**src/rtl/hsi_pkg.sv**
```systemverilog
package hsi_pkg;
    localparam int REG_ADDR_W = 2;
    localparam int PKT_W      = 3;

    // live byte layout
    localparam int LIVE_NE_BIT  = 0;
    localparam int LIVE_WM_BIT  = 1;
    localparam int LIVE_PKT_LSB = 4;

    typedef enum logic [REG_ADDR_W-1:0] {
        ADDR_LIVE  = 2'd0,
        ADDR_EVENT = 2'd1,
        ADDR_MASK  = 2'd2,
        ADDR_SPARE = 2'd3
    } reg_addr_e;

    typedef enum logic [PKT_W-1:0] {
        PKT_BUSY    = 3'd0,
        PKT_GOOD    = 3'd1,
        PKT_BAD_CRC = 3'd2,
        PKT_ABORTED = 3'd3,
        PKT_OVERRUN = 3'd4
    } pkt_code_e;

    typedef enum logic {
        IRQ_QUIET  = 1'b0,
        IRQ_ACTIVE = 1'b1
    } irq_state_e;
endpackage

```
**src/rtl/hsi_live_status.sv**
```systemverilog
module hsi_live_status #(
    parameter int DATA_W = 8
) (
    input  logic                       nonempty_i,
    input  logic                       above_wm_i,
    input  logic [hsi_pkg::PKT_W-1:0]  pkt_i,
    output logic [DATA_W-1:0]          live_o
);
    import hsi_pkg::*;

    always_comb begin
        live_o                                = '0;
        live_o[LIVE_NE_BIT]                   = nonempty_i;
        live_o[LIVE_WM_BIT]                   = above_wm_i;
        live_o[LIVE_PKT_LSB +: PKT_W]         = pkt_i;
    end
endmodule

```
**src/rtl/hsi_event_latch.sv**
```systemverilog
module hsi_event_latch #(
    parameter int NUM_EVT = 6
) (
    input  logic               clk,
    input  logic               rst_n,
    input  logic [NUM_EVT-1:0] evt_i,
    input  logic [NUM_EVT-1:0] clr_i,
    output logic [NUM_EVT-1:0] q_o
);
    // one sticky cell per event; a new event outranks a clear
    for (genvar g = 0; g < NUM_EVT; g++) begin : g_cell
        always_ff @(posedge clk or negedge rst_n) begin
            if (!rst_n)
                q_o[g] <= 1'b0;
            else if (evt_i[g])
                q_o[g] <= 1'b1;
            else if (clr_i[g])
                q_o[g] <= 1'b0;
        end
    end

    a_r3_event_sets: assert property (@(posedge clk) disable iff (!rst_n)
        (evt_i != '0) |=> ((q_o & $past(evt_i)) == $past(evt_i)));

    a_r3_sticky_hold: assert property (@(posedge clk) disable iff (!rst_n)
        (q_o != '0) |=> ((q_o & $past(q_o & ~clr_i)) == $past(q_o & ~clr_i)));

    a_r4_clear_drops: assert property (@(posedge clk) disable iff (!rst_n)
        ((clr_i & ~evt_i) != '0) |=> ((q_o & $past(clr_i & ~evt_i)) == '0));

    a_r5_event_wins: assert property (@(posedge clk) disable iff (!rst_n)
        ((clr_i & evt_i) != '0) |=> ((q_o & $past(clr_i & evt_i)) == $past(clr_i & evt_i)));
endmodule

```
**src/rtl/hsi_irq_fsm.sv**
```systemverilog
module hsi_irq_fsm (
    input  logic clk,
    input  logic rst_n,
    input  logic pend_any_i,
    output logic int_n_o
);
    import hsi_pkg::*;

    irq_state_e state_q, state_d;

    always_ff @(posedge clk or negedge rst_n) begin
        if (!rst_n)
            state_q <= IRQ_QUIET;
        else
            state_q <= state_d;
    end

    always_comb begin
        state_d = state_q;
        unique case (state_q)
            IRQ_QUIET:  if (pend_any_i)  state_d = IRQ_ACTIVE;  // RAISE
            IRQ_ACTIVE: if (!pend_any_i) state_d = IRQ_QUIET;   // RELEASE
            default:    state_d = IRQ_QUIET;
        endcase
    end

    always_comb begin
        int_n_o = (state_q != IRQ_ACTIVE);
    end

    a_r8_raise: assert property (@(posedge clk) disable iff (!rst_n)
        pend_any_i |=> !int_n_o);

    a_r9_release: assert property (@(posedge clk) disable iff (!rst_n)
        !pend_any_i |=> int_n_o);
endmodule

```
**src/rtl/hdlc_rx_status_irq.sv**
```systemverilog
module hdlc_rx_status_irq #(
    parameter int NUM_EVT = 6,
    parameter int DATA_W  = 8
) (
    input  logic                           clk,
    input  logic                           rst_n,
    input  logic [NUM_EVT-1:0]             evt_i,
    input  logic                           fifo_nonempty_i,
    input  logic                           fifo_above_wm_i,
    input  logic [hsi_pkg::PKT_W-1:0]      pkt_status_i,
    input  logic [hsi_pkg::REG_ADDR_W-1:0] reg_addr_i,
    input  logic                           reg_rd_i,
    input  logic                           reg_wr_i,
    input  logic [DATA_W-1:0]              reg_wdata_i,
    output logic [DATA_W-1:0]              reg_rdata_o,
    output logic                           irq_n_o
);
    import hsi_pkg::*;

    reg_addr_e          addr;
    logic [DATA_W-1:0]  live_byte;
    logic [NUM_EVT-1:0] sticky;
    logic [NUM_EVT-1:0] mask_q;
    logic [NUM_EVT-1:0] clr_vec;
    logic [NUM_EVT-1:0] pending;
    logic [DATA_W-1:0]  rd_word;

    assign addr    = reg_addr_e'(reg_addr_i);
    assign clr_vec = (reg_wr_i && addr == ADDR_EVENT) ? reg_wdata_i[NUM_EVT-1:0] : '0;
    assign pending = sticky & mask_q;

    hsi_live_status #(.DATA_W(DATA_W)) live_i (
        .nonempty_i (fifo_nonempty_i),
        .above_wm_i (fifo_above_wm_i),
        .pkt_i      (pkt_status_i),
        .live_o     (live_byte)
    );

    hsi_event_latch #(.NUM_EVT(NUM_EVT)) latch_i (
        .clk   (clk),
        .rst_n (rst_n),
        .evt_i (evt_i),
        .clr_i (clr_vec),
        .q_o   (sticky)
    );

    hsi_irq_fsm irq_i (
        .clk        (clk),
        .rst_n      (rst_n),
        .pend_any_i (|pending),
        .int_n_o    (irq_n_o)
    );

    always_ff @(posedge clk or negedge rst_n) begin
        if (!rst_n)
            mask_q <= '0;
        else if (reg_wr_i && addr == ADDR_MASK)
            mask_q <= reg_wdata_i[NUM_EVT-1:0];
    end

    always_comb begin
        rd_word = '0;
        unique case (addr)
            ADDR_LIVE:  rd_word = live_byte;
            ADDR_EVENT: rd_word[NUM_EVT-1:0] = sticky;
            ADDR_MASK:  rd_word[NUM_EVT-1:0] = mask_q;
            ADDR_SPARE: rd_word = '0;
            default:    rd_word = '0;
        endcase
    end

    always_ff @(posedge clk or negedge rst_n) begin
        if (!rst_n)
            reg_rdata_o <= '0;
        else if (reg_rd_i)
            reg_rdata_o <= rd_word;
    end

    a_r2_rdata_hold: assert property (@(posedge clk) disable iff (!rst_n)
        !reg_rd_i |=> $stable(reg_rdata_o));

    a_r7_mask_load: assert property (@(posedge clk) disable iff (!rst_n)
        (reg_wr_i && reg_addr_i == 2'd2) |=> (mask_q == $past(reg_wdata_i[NUM_EVT-1:0])));

    a_r10_spare_zero: assert property (@(posedge clk) disable iff (!rst_n)
        (reg_rd_i && reg_addr_i == 2'd3) |=> (reg_rdata_o == '0));
endmodule

```
**config.mk**
```make
export PLATFORM = sky130hd
export DESIGN_NAME = hdlc_rx_status_irq
export DESIGN_NICKNAME = d
export VERILOG_FILES = /design/src/rtl/hsi_pkg.sv /design/src/rtl/hsi_live_status.sv /design/src/rtl/hsi_event_latch.sv /design/src/rtl/hsi_irq_fsm.sv /design/src/rtl/hdlc_rx_status_irq.sv
export SDC_FILE = /design/constraint.sdc
export NUM_CORES = 1
export LEC_CHECK = 0
export BUFFER_PORTS_ARGS = -buffer_cell sky130_fd_sc_hd__buf_2
export CORE_MARGIN = 2
export CORE_UTILIZATION = 39
export DETAILED_ROUTE_END_ITERATION = 8
export PLACE_DENSITY_LB_ADDON = 0.12
export SLEW_MARGIN = 30
export SYNTH_ARGS = -nofsm -noshare
export SYNTH_HDL_FRONTEND = slang
export SYNTH_SLANG_ARGS = --single-unit
```
**constraint.sdc**
```tcl
create_clock -name clk -period 0.9 [get_ports clk]
set_input_delay 0.045 -clock clk [delete_from_list [all_inputs] [get_ports clk]]
set_output_delay 0.045 -clock clk [all_outputs]
set_load 0.02 [all_outputs]
```
==> results.toml <==
[routing]
first_pass_iters = 4
detailroute.via_count = 795
post_route_antenna_net_violation_count = 0
postRouteWirelength_mm = 1.920
vias_per_cell = 4.877
drc_viols = 0
post_drt_wl_per_cell_um = 11.78
drt_first_iter_violations = 8

[synthesis]
synth.yosys.seq_area_share_pct = 52.63
syn_inst = 86
syn-num-nets = 111
synth.avg_cell_area_um2 = 11.06
postSynthRegisterBits = 20
ys.warnings.count = 0
netlist.area_leader.share_pct = 52.63
post_synth_main_area_contributors = "dfrtp_1 (53%), mux2_2 (7.1%), a31oi_1 (5.3%)"
synth.largest_area_cell = "dfrtp_1"
synth_cell_type_count = 20
synth_area_um2 = 950.9

[grt]
global_route.usage.total_pct = 15.29
via_count_of_the_first_global_routing_pass = 762
initial_antenna_violation_count = 0
globalRouteOverflowTotal = 0
grt_first_pass_wirelength_mm = 3.132
maximum_number_of_pins_on_one_net_before_global_route_repair = 21

[setup_path]
cp_data_required_time_ps = 850
critPathLaunch = "reg_rdata_o[2]$_DFFE_PN0P_"
critical_path.cell_chain = "buf_6"
start_kind = "register"
crit_path_max_cell_delay_ps = 410
critical_path_start_end_classification = "reg -> out"
endpoint_kind = "primary output"
worstPathMaxFanout = 2
rr_startpoint = "latch_i.q_o[5]$_DFFE_PN0P_"
critical_path.slowest_cell = "dfrtp_1"
cp.buffers_inverters = 1
worst_path_dominant_cell_family = "flip-flops"
timing.critical_path.arrival_ps = 830

[timing]
post_layout_min_period_ps = 878.0
timing_max_transition_violations_final = 0
maxClockFrequency_ghz = 1.139
report.final.hold_viol_count = 0
final.setup_skew_ps = 3.709
grt_setup_unrepaired = "yes"
report.final.setup_viol = 0
layout_worst_path_cycle_share_pct = 97.56
finalWorstSetupSlack_ps = 22.00

[cells_and_area]
drive_gt1_share_pct = 37.04
synthToLayoutAreaGrowth_pct = 44.47
layout.cells.most_common = "buf_2"
layout.cell_area.non_filler_mm2 = 0.001374
insertedDiodeCount = 0
layout.core_utilization_pct = 60.93
nets = 161
mostFrequentLayoutCells = "buf_2 (22), dfrtp_1 (20), dlygate4sd3_1 (13), inv_1 (11)"

[pwr]
ir_worst_vdd_v = 0.001152
power_per_cell_area_mw_per_mm2 = 1516
total_leakage_power_nw = 0.6588

[clock_network]
cts-root-buf = "clkbuf_4"
cts_max_path_buffers = 2
tritoncts_clock_tree = "done"
clkSinkCount = 20
cts_made_buffers = 3
htree_levels = 1
worstSkewPairLatency_ps = 290
cts.reportedPaths.clkPinSlew_ps = 110

[floorplanning]
initial_utilization_pct = 42.18
placement_rows = 17
num_io_pins = 34
die_h_um = 53.38
fp.dieW_um = 53.38
die_area_mm2 = 0.002849
core_region_area_mm2 = 0.002255

[placement]
worst_slack_placed_ps = 61.44
routabilityCongestion = 0.6915
place.detailed.hpwl_mm = 1.449
placed_area_mm2 = 0.001112
place.port_buffers = 30

[min_path]
hp-class = "in -> reg"
timing.hold.worst.start = "evt_i[3]"

[run_status]
status = "complete, no violations"

[job]
max-cap-violations = 0
-- logic make-up (layout without fill, tap and decap cells) --
group	after synthesis	in the layout	share of synthesized area (%)
AOI/OAI and AO/OA	16	16	12.24
muxes	10	10	11.32
DFF	20	20	52.63
other	1	1	0.3944
and+or+nand+nor	21	21	14.60
buffers and inverters	18	67	8.816
-- final timing paths --
| kind | end | slack [ps] | cells after the start |
|---|---|---|---|
| min in group asynchronous | reg_rdata_o[6]$_DFFE_PN0P_ | 220 | 2 |
| min | latch_i.q_o[3]$_DFFE_PN0P_ | 20 | 3 |
| max | reg_rdata_o[2] | 20 | 1 |
| max in group asynchronous | reg_rdata_o[0]$_DFFE_PN0P_ | 360 | 2 |
| min reg2reg | mask_q[0]$_DFFE_PN0P_ | 550 | 1 |
| max reg2reg | irq_i.state_q$_DFF_PN0_ | 60 | 2 |
-- what timing repair did --
action | CTS | global route
setup endpoints to repair | 2 | 9
gates resized for setup | 3 | 14
endpoints found under the hold margin | 33 | 0
setup buffers | 1 | 5
hold buffers | 13 | 0
-- routing by layer --
metal / wire length [µm] / share of wire (%) / vias up / global-route usage [%]
li1: - / - / 401 / -
met1: 901 / 47 / 372 / 18.05
met2: 928 / 48 / 20 / 27.57
met3: 74 / 3.9 / 2 / 3.390
met4: 14 / 0.73 / 0 / 3.846
met5: 0 / 0 / - / 0
-- cells in the mapped netlist, drive strengths merged --
master / count
mux2i: 4
nor2: 8
o221ai: 4
a22oi: 3
a31oi: 8
inv: 12
nand3b: 5
nand3: 1
conb: 1
nand4b: 4
buf: 6
and3b: 1
o32ai: 1
mux2: 6
dfrtp: 20
nand2: 1
nand2b: 1
-- layout make-up --
type                       instances  area, µm²
fill                             203      880.8
sequential                        20      500.5
timing repair buffer              51      390.4
multi-input combinational         48      366.6
inverter                          12      45.04
clock buffer                       4      36.28
tap                               28      35.03
-- power breakdown --
group	switching (mW)	internal [mW]	leakage, nW	total, mW
combinational	0.209	0.291	0.416	0.500
clock	0.262	0.246	0.0210	0.508
sequential	0.0762	0.998	0.221	1.07
total	0.547	1.54	0.659	2.08
-- state kept, by name, indices dropped and copies added (netlist names) --
name	flops
latch_i.q_o	6
mask_q	6
irq_i.state_q	1
reg_rdata_o	7
-- per-stage QoR --
step           power, mW  hold WS [ps]  std cells  setup TNS, ps
6_report           2.082         17.77        163              0
5_1_grt            2.201         12.75        163         -101.1
4_1_cts            2.023         12.19        158              0
3_5_place_dp       1.459         17.60        140              0
3_3_place_gp       1.447         20.70        140              0
2_1_floorplan      1.305        -250.6         86              0
(Power assumes the default switching activity.)
